**config.mk**
```make
export PLATFORM = sky130hd
export DESIGN_NAME = wr_burst_seq
export DESIGN_NICKNAME = d
export VERILOG_FILES = /design/src/rtl/wbs_pkg.sv /design/src/rtl/wbs_sched.sv /design/src/rtl/wbs_strobe_gen.sv /design/src/rtl/wbs_beat_reg.sv /design/src/rtl/wr_burst_seq.sv
export SDC_FILE = /design/constraint.sdc
export NUM_CORES = 1
export LEC_CHECK = 0
export BUFFER_PORTS_ARGS = -buffer_cell sky130_fd_sc_hd__buf_2
export CAP_MARGIN = 20
export CORE_ASPECT_RATIO = 0.75
export CORE_MARGIN = 1
export CORE_UTILIZATION = 47
export DETAILED_ROUTE_END_ITERATION = 12
export PLACE_DENSITY = 0.74
export SETUP_SLACK_MARGIN = 0.2
export SLEW_MARGIN = 20
export SYNTH_ARGS = -nofsm -noshare
export SYNTH_HDL_FRONTEND = slang
export SYNTH_HIERARCHICAL = 1
export SYNTH_SLANG_ARGS = --single-unit
```
**constraint.sdc**
```tcl
create_clock -name clk -period 4.95 [get_ports clk]
set_clock_uncertainty 0.15 [all_clocks]
set_input_delay 0.99 -clock clk [delete_from_list [all_inputs] [get_ports clk]]
set_output_delay 0.99 -clock clk [all_outputs]
set_load 0.005 [all_outputs]
```
**src/rtl/wbs_pkg.sv**
```systemverilog
package wbs_pkg;

    typedef enum logic [2:0] {
        PH_IDLE,
        PH_LEADIN,
        PH_PRE,
        PH_DATA,
        PH_POST
    } strobe_ph_e;

    typedef struct packed {
        logic       oe;
        logic [1:0] dqs;
    } strobe_t;

    localparam logic [1:0] DQS_TOGGLE = 2'b01;
    localparam logic [1:0] DQS_LOW    = 2'b00;

    function automatic strobe_t ph_to_strobe(strobe_ph_e ph);
        strobe_t s;
        unique case (ph)
            PH_IDLE: begin s.oe = 1'b0; s.dqs = DQS_LOW;    end
            PH_DATA: begin s.oe = 1'b1; s.dqs = DQS_TOGGLE; end
            default: begin s.oe = 1'b1; s.dqs = DQS_LOW;    end
        endcase
        return s;
    endfunction

    function automatic logic [2:0] burst_clocks(logic bl8);
        return bl8 ? 3'd4 : 3'd2;
    endfunction

endpackage

```
**src/rtl/wbs_sched.sv**
```systemverilog
module wbs_sched #(
    parameter int AL_W = 3,
    parameter int CL_W = 3,
    parameter int N    = 16
) (
    input  logic            clk,
    input  logic            rst,
    input  logic            cmd_i,
    input  logic            bl8_i,
    input  logic [AL_W-1:0] al_i,
    input  logic [CL_W-1:0] cl_i,
    output logic [N-1:0]    sched_q
);
    import wbs_pkg::*;

    localparam int LW = $clog2(N + 1) + 1;

    logic [LW-1:0] lo;
    logic [LW-1:0] hi;
    logic [N-1:0]  win;

    // Bit k of sched_q marks a data clock k clocks from now. A command lands
    // its window one clock later, so the first data index is WL-1 here.
    always_comb begin
        lo = LW'(al_i) + LW'(cl_i) - LW'(2);
        hi = lo + LW'(burst_clocks(bl8_i));
    end

    for (genvar k = 0; k < N; k++) begin : g_win
        assign win[k] = cmd_i && (LW'(k) >= lo) && (LW'(k) < hi);
    end

    always_ff @(posedge clk) begin
        if (rst) sched_q <= '0;
        else     sched_q <= (sched_q >> 1) | win;
    end

endmodule

```
**src/rtl/wbs_strobe_gen.sv**
```systemverilog
module wbs_strobe_gen (
    input  logic              clk,
    input  logic              rst,
    input  logic [2:0]        ahead_i,
    output wbs_pkg::strobe_t  strobe_o
);
    import wbs_pkg::*;

    logic       was_data_q;
    strobe_ph_e ph;

    always_ff @(posedge clk) begin
        if (rst) was_data_q <= 1'b0;
        else     was_data_q <= ahead_i[0];
    end

    // Data wins, then postamble, preamble, lead-in.
    always_comb begin
        if (ahead_i[0])      ph = PH_DATA;
        else if (was_data_q) ph = PH_POST;
        else if (ahead_i[1]) ph = PH_PRE;
        else if (ahead_i[2]) ph = PH_LEADIN;
        else                 ph = PH_IDLE;
        strobe_o = ph_to_strobe(ph);
    end

endmodule

```
**src/rtl/wbs_beat_reg.sv**
```systemverilog
module wbs_beat_reg #(
    parameter int DQ_W = 16,
    parameter int NB   = DQ_W / 8
) (
    input  logic              clk,
    input  logic              rst,
    input  logic              load_i,
    input  logic [2*DQ_W-1:0] wdata_i,
    input  logic [2*NB-1:0]   wbe_i,
    output logic [2*DQ_W-1:0] dq_o,
    output logic [2*NB-1:0]   dm_o
);
    always_ff @(posedge clk) begin
        if (rst || !load_i) begin
            dq_o <= '0;
            dm_o <= '0;
        end else begin
            dq_o <= wdata_i;
            dm_o <= ~wbe_i;
        end
    end

endmodule

```
**src/rtl/wr_burst_seq.sv**
```systemverilog
module wr_burst_seq #(
    parameter int DQ_W = 16,
    parameter int AL_W = 3,
    parameter int CL_W = 3
) (
    input  logic                  clk,
    input  logic                  rst,
    input  logic                  cmd_i,
    input  logic                  cfg_bl8_i,
    input  logic [AL_W-1:0]       cfg_al_i,
    input  logic [CL_W-1:0]       cfg_cl_i,
    input  logic [2*DQ_W-1:0]     wdata_i,
    input  logic [2*DQ_W/8-1:0]   wbe_i,
    output logic                  wrdy_o,
    output logic [2*DQ_W-1:0]     dq_o,
    output logic [2*DQ_W/8-1:0]   dm_o,
    output logic [1:0]            dqs_o,
    output logic                  oe_o
);
    import wbs_pkg::*;

    localparam int NB     = DQ_W / 8;
    localparam int MAX_AL = (1 << AL_W) - 1;
    localparam int MAX_CL = (1 << CL_W) - 1;
    localparam int N      = MAX_AL + MAX_CL + 2;

    logic [N-1:0] sched;
    strobe_t      strobe;

    wbs_sched #(.AL_W(AL_W), .CL_W(CL_W), .N(N)) sched_i (
        .clk     (clk),
        .rst     (rst),
        .cmd_i   (cmd_i),
        .bl8_i   (cfg_bl8_i),
        .al_i    (cfg_al_i),
        .cl_i    (cfg_cl_i),
        .sched_q (sched)
    );

    wbs_strobe_gen strobe_i (
        .clk      (clk),
        .rst      (rst),
        .ahead_i  (sched[2:0]),
        .strobe_o (strobe)
    );

    wbs_beat_reg #(.DQ_W(DQ_W), .NB(NB)) beat_i (
        .clk     (clk),
        .rst     (rst),
        .load_i  (sched[1]),
        .wdata_i (wdata_i),
        .wbe_i   (wbe_i),
        .dq_o    (dq_o),
        .dm_o    (dm_o)
    );

    assign wrdy_o = sched[1];
    assign dqs_o  = strobe.dqs;
    assign oe_o   = strobe.oe;

endmodule

```
Word level (Yosys, flattened, before mapping)
Cells that the tools add are included.
- register bits: 53
- bits of input ports: 46
- word-level logic and storage cells: 83
- output and inout port bits: 40
- mux-type cells: 6
- magnitude comparators: 32
- bitwise operators: 2
- eq/ne operators: 1
- add/subtract/negate cells: 3
- reduce and logical (&&, ||, !) cells: 35
- operators with widths (operator ; count):
    greater-or-equal comparator 4 x 6 -> 1 bit, first input constant ; 8
    less-than comparator 4 x 6 -> 1 bit, first input constant ; 8
    logical AND 1 bit ; 32
    greater-or-equal comparator 3 x 6 -> 1 bit, first input constant ; 4
    less-than comparator 3 x 6 -> 1 bit, first input constant ; 4
    OR 15 x 16 -> 16 bit ; 1
    greater-or-equal comparator 1 x 6 -> 1 bit, first input constant ; 2
    greater-or-equal comparator 2 x 6 -> 1 bit, first input constant ; 2
    less-than comparator 1 x 6 -> 1 bit, first input constant ; 2
    less-than comparator 2 x 6 -> 1 bit, first input constant ; 2
    2-to-1 mux 3 bit ; 4
    adder 6 x 3 -> 6 bit ; 1
    case mux 3 bit (2 select lines) ; 1
    subtractor 6 x 2 -> 6 bit, second input constant ; 1
    adder 3 x 3 -> 4 bit ; 1
    NOT 4 bit ; 1
    equality test 3 x 2 -> 1 bit, second input constant ; 1
    logical NOT 3 bit ; 1
    logical NOT 1 bit ; 1
    logical OR 1 bit ; 1
    2-to-1 mux 1 bit ; 1

Logic depth before layout (Yosys ltp)
- word-level depth: 6
- mapped depth: 13
- gate-level depth less buffers: 12

Cells and area by module
The synthesis kept the hierarchy.
- modules (own cells, without submodules) (module ; cells each ; times used ; area each (sq um) ; sequential area each (sq um)):
    wbs_beat_reg ; 78 ; 1 ; 1076.0 ; 720.7
    wbs_sched ; 125 ; 1 ; 1003.5 ; 320.3
    wbs_strobe_gen ; 6 ; 1 ; 48.8 ; 20.0

Worst setup path after synthesis
No wires, ideal clock.
- path kind: input-to-reg
- from: in cfg_al_i[1]
- to: reg sched_i.sched_q[2]
- cell stages on the path: 12
- data required time: 4.674 ns
- setup slack: 1.052 ns
- arrival: 3.622 ns
- path buffers: 1
- library setup time: 0.126 ns
- path through: inv_1 ha_1 inv_1 ha_1 fa_1 inv_1 fa_1 buf_2 or3_1 a211o_1 a31oi_1 nor2_1
- word-level cells in the longest chain between the ends: 6
- elaborated cells on any way between the ends: 8
- those cells by class: 3 x add/sub; 2 x order compare; 1 x bitwise; 2 x reduce/logical
- RTL lines (item ; RTL line ; text):
    from (decl) ; wr_burst_seq.sv:10 ; input logic [AL_W-1:0] cfg_al_i,
    adder 3 x 3 -> 4 bit * ; wbs_sched.sv:25 ; lo = LW'(al_i) + LW'(cl_i) - LW'(2);
    subtractor 6 x 2 -> 6 bit * ; wbs_sched.sv:25 ;
    adder 6 x 3 -> 6 bit / greater-or-equal comparator 2 x 6 -> 1 bit (equally long branches) ; wbs_sched.sv:26, wbs_sched.sv:30 ;
    less-than comparator 2 x 6 -> 1 bit / logical AND 1 bit (equally long branches) ; wbs_sched.sv:30 ; assign win[k] = cmd_i && (LW'(k) >= lo) && (LW'(k) < hi);
    logical AND 1 bit * ; wbs_sched.sv:30 ;
    OR 15 x 16 -> 16 bit * ; wbs_sched.sv:35 ; else sched_q <= (sched_q >> 1) | win;
    to (signal assigned) ; wbs_sched.sv:35 ;
    to (decl) ; wbs_sched.sv:12 ; output logic [N-1:0] sched_q
Mark *: on every way between the ends. The rest lies on a longest branch, timed or not.
A chain may end at the register's enable or synchronous reset.

Worst setup path after layout
Same ends and word-level chain as after synthesis.

==> results.md <==
* Post-detailed-route wirelength per cell at roughly 14 µm
* Post-synthesis cell area at about 0.0021 mm²
* I/O Pins at 86
* Sequential share of power at about half
* Period utilisation layout at ~78%
* Most instantiated cells after synthesis: dfxtp_1, and3b_1, inv_1, nor2_1, nand2_1
* Avg Cell Area, Syn at 10.18 µm²
* Clock power share at a little under a third
* Mapped Cells at roughly 210
* Gr ovfl total at 0
* Max clock buf depth at 2
* Register area share after synthesis at between 40% and 50%
* Sw Ratio at between 20% and 30%
* Dpl ws at 0.7950 ns
* Post-synth top area share at approximately 50%
* Synth warnings at 6
* Count leader, synth: dfxtp_1
* I/O Buffers at 84
* Die X at 79.70 µm
* Final min period at about 3.9 ns
* Post-synthesis cell type count at 39
* Worst path max stage delay at around 0.63 ns
* DRC viols at 0
* Combinational share of power at 20.6%
* Initial core utilization at just over 50%
* RSZ-0062 raised after global routing: no
* VDD IR max at ~150 µV
* Max Slew Vio Count at 0
* Final Cell Area at around 0.0027 mm²
* Clk Latency, worst-skew pair at roughly 0.3 ns
* Diode count at 0
* Top_reg_cell synth: dfxtp_1
* Row count at 20
* LEAKAGE at ~1.4 nW
* Hold violation total from the final report at 0
* H-tree Lvls at 2
* CP Max Fanout at 8
* Cell Pwr Density at around 360 mW/mm²
* Leading post-synthesis cells by cell area: dfxtp_1, and3b_1, ha_1
* 1st-iter DRT viols at 97
* Max-slew headroom at between 30% and 40%
* Worst Setup Start Kind: input pin
* Critical path's top delay family: adder cells
* Via-per-instance ratio at a little over 5
* Layout cell share with drive strength beyond 1 at approximately a third
* Vias in the first global route at 1500
* Pin count of the biggest net entering global routing at 47
* Worst-path cell chain: buf_2 > inv_1 > ha_1 > inv_1 > ha_1 > fa_1 > inv_1 > fa_1 > or3_1 > a211o_1 > a31oi_1 > nor2_1
* # Post-CTS Setup Buffers at 0
* Ys async rst share at 0%
* Max-Cap Viols at 0
* Dominant cell type by area after synthesis: dfxtp_1
* R2R Setup Slk at about 3.5 ns
* Clock sink count at 53
* Actual slew at the worst max-slew pin at 1.006 ns
* Post-synth EDFFs at 0
* Placed cell areas at 0.002554 mm²
* Nets at 343
* CTS tree: built
* CTS Hold Buffers Added at 0
* CTS clock-pin slew for the worst setup and hold paths at ~0.09 ns
* Hold slack at around 0.30 ns
* Root buf cell: clkbuf_8
* Highest-delay cell along the critical path: fa_1
* GR Util All Layers at approximately 20%
* Final GP Congestion at between 0.9 and 1
* Full die area at between 0.004 and 0.005 mm²
* Hold WC Path Type: reg2reg
* Status: finished, final reports clean
* Drt pass-1 iters at 4
* DIE HEIGHT at about 60 µm
* P_sw at roughly 0.00027 W
* Int Power at around 0.0007 W
* Total Routed Length at between 4000 and 5000 µm
* Area Growth Syn to Fin at 25.28%
* Post-layout util at 63.42%
* Resized Gates After CTS at 0
* F_max at about 260 MHz
* Setup CP Type: in2reg
* Setup TNS at 0 ns
* Post-DP HPWL at 3489 µm
* Antenna violations before repair at 0
* Number of synthesized register bits at 53
* CTS Buf Count at 5
* Most repeated library cell on the critical path: inv_1
* Crit path buf inv count at 4
* Worst Path Required at slightly below 5 ns
* First-pass GRT wire length at approximately 7200 µm
* Worst Path Arrival at between 3 and 4 ns
* Syn_nets at between 200 and 300
* Final Worst Setup Slack at 1.099 ns
* Final setup vio count at 0
* Antenna Violating Nets Remaining at 0
* Core Region at between 0.004 and 0.005 mm²
* Crit. End Element: flip-flop
* Vias at ~1800
per-stage QoR:
| stage | total power, W | instances |
|---|---|---|
| 2_1_floorplan | 0.0006095 | 209 |
| 3_3_place_gp | 0.0006674 | 336 |
| 3_5_place_dp | 0.0006691 | 336 |
| 4_1_cts | 0.0009622 | 344 |
| 5_1_grt | 0.001013 | 344 |
| 6_report | 0.0009572 | 344 |
path summary, 6_finish.rpt:
path,start,endpoint,depth (start not counted)
setup reg to reg,sched_i/sched_q[1],beat_i/dm_o[1],1
hold / removal,sched_i/sched_q[9],sched_i/sched_q[8],1
setup / recovery,cfg_al_i[1],sched_i/sched_q[2],12
hold reg to reg,sched_i/sched_q[9],sched_i/sched_q[8],1
final cells by class:
class / instances / area, µm²
well taps: 55 / 68.82
flip-flops and latches: 53 / 1061
multi-input cells: 126 / 932.1
clock inverters: 3 / 43.79
inverters: 17 / 63.81
repair buffers: 85 / 427.9
fillers: 371 / 1538
clock buffers: 5 / 68.82
power by group through the flow:
stage	clock network [W]	registers, W	logic [W]
floorplan	0	0.000470	0.000140
global placement	0	0.000475	0.000193
detailed placement	0	0.000475	0.000194
CTS	0.000302	0.000465	0.000195
global route	0.000323	0.000469	0.000221
finish	0.000295	0.000465	0.000197
cell usage in the layout (no fill, tap or decap), types with 3 or more instances in the layout:
master	synthesis	layout
nor2_1	15	15
o21ai_0	6	6
clkbuf_8	0	5
o32ai_1	4	4
and3b_1	32	32
buf_2	4	84
nand2_1	9	9
a32o_1	4	4
inv_1	16	16
ha_1	7	7
nor3_1	4	4
nand3_1	7	7
a21oi_1	4	4
a31oi_1	3	3
dfxtp_1	53	53
registers in the layout (all words and copies together) (netlist names):
| name | cells |
|---|---|
| beat_i/dm_o | 4 |
| beat_i/dq_o | 32 |
| sched_i/sched_q | 16 |
| strobe_i/was_data_q | 1 |
per-layer routing:
metal	vias to the layer above	global-route usage (%)	wire (µm)	part of all wire, %
met1	794	27.55	2227	47
met4	0	6.234	18	0.38
met2	71	29.79	2076	44
met5	-	0	0	0
li1	885	-	-	-
met3	2	6.107	410	8.7
logic make-up (layout without fill, tap and decap cells):
kind of cell    Yosys count  count (layout)  synth area share (%)
fa+ha+maj                 9               9                 5.996
flops                    53              53                 49.85
simple gates             82              82                 25.34
compound gates           31              31                 11.05
other cells               1               1                0.1762
xor+xnor                  3               3                 1.235
buf+inv                  30             110                 6.349
No activity file was read; power rests on OpenSTA's default activity.
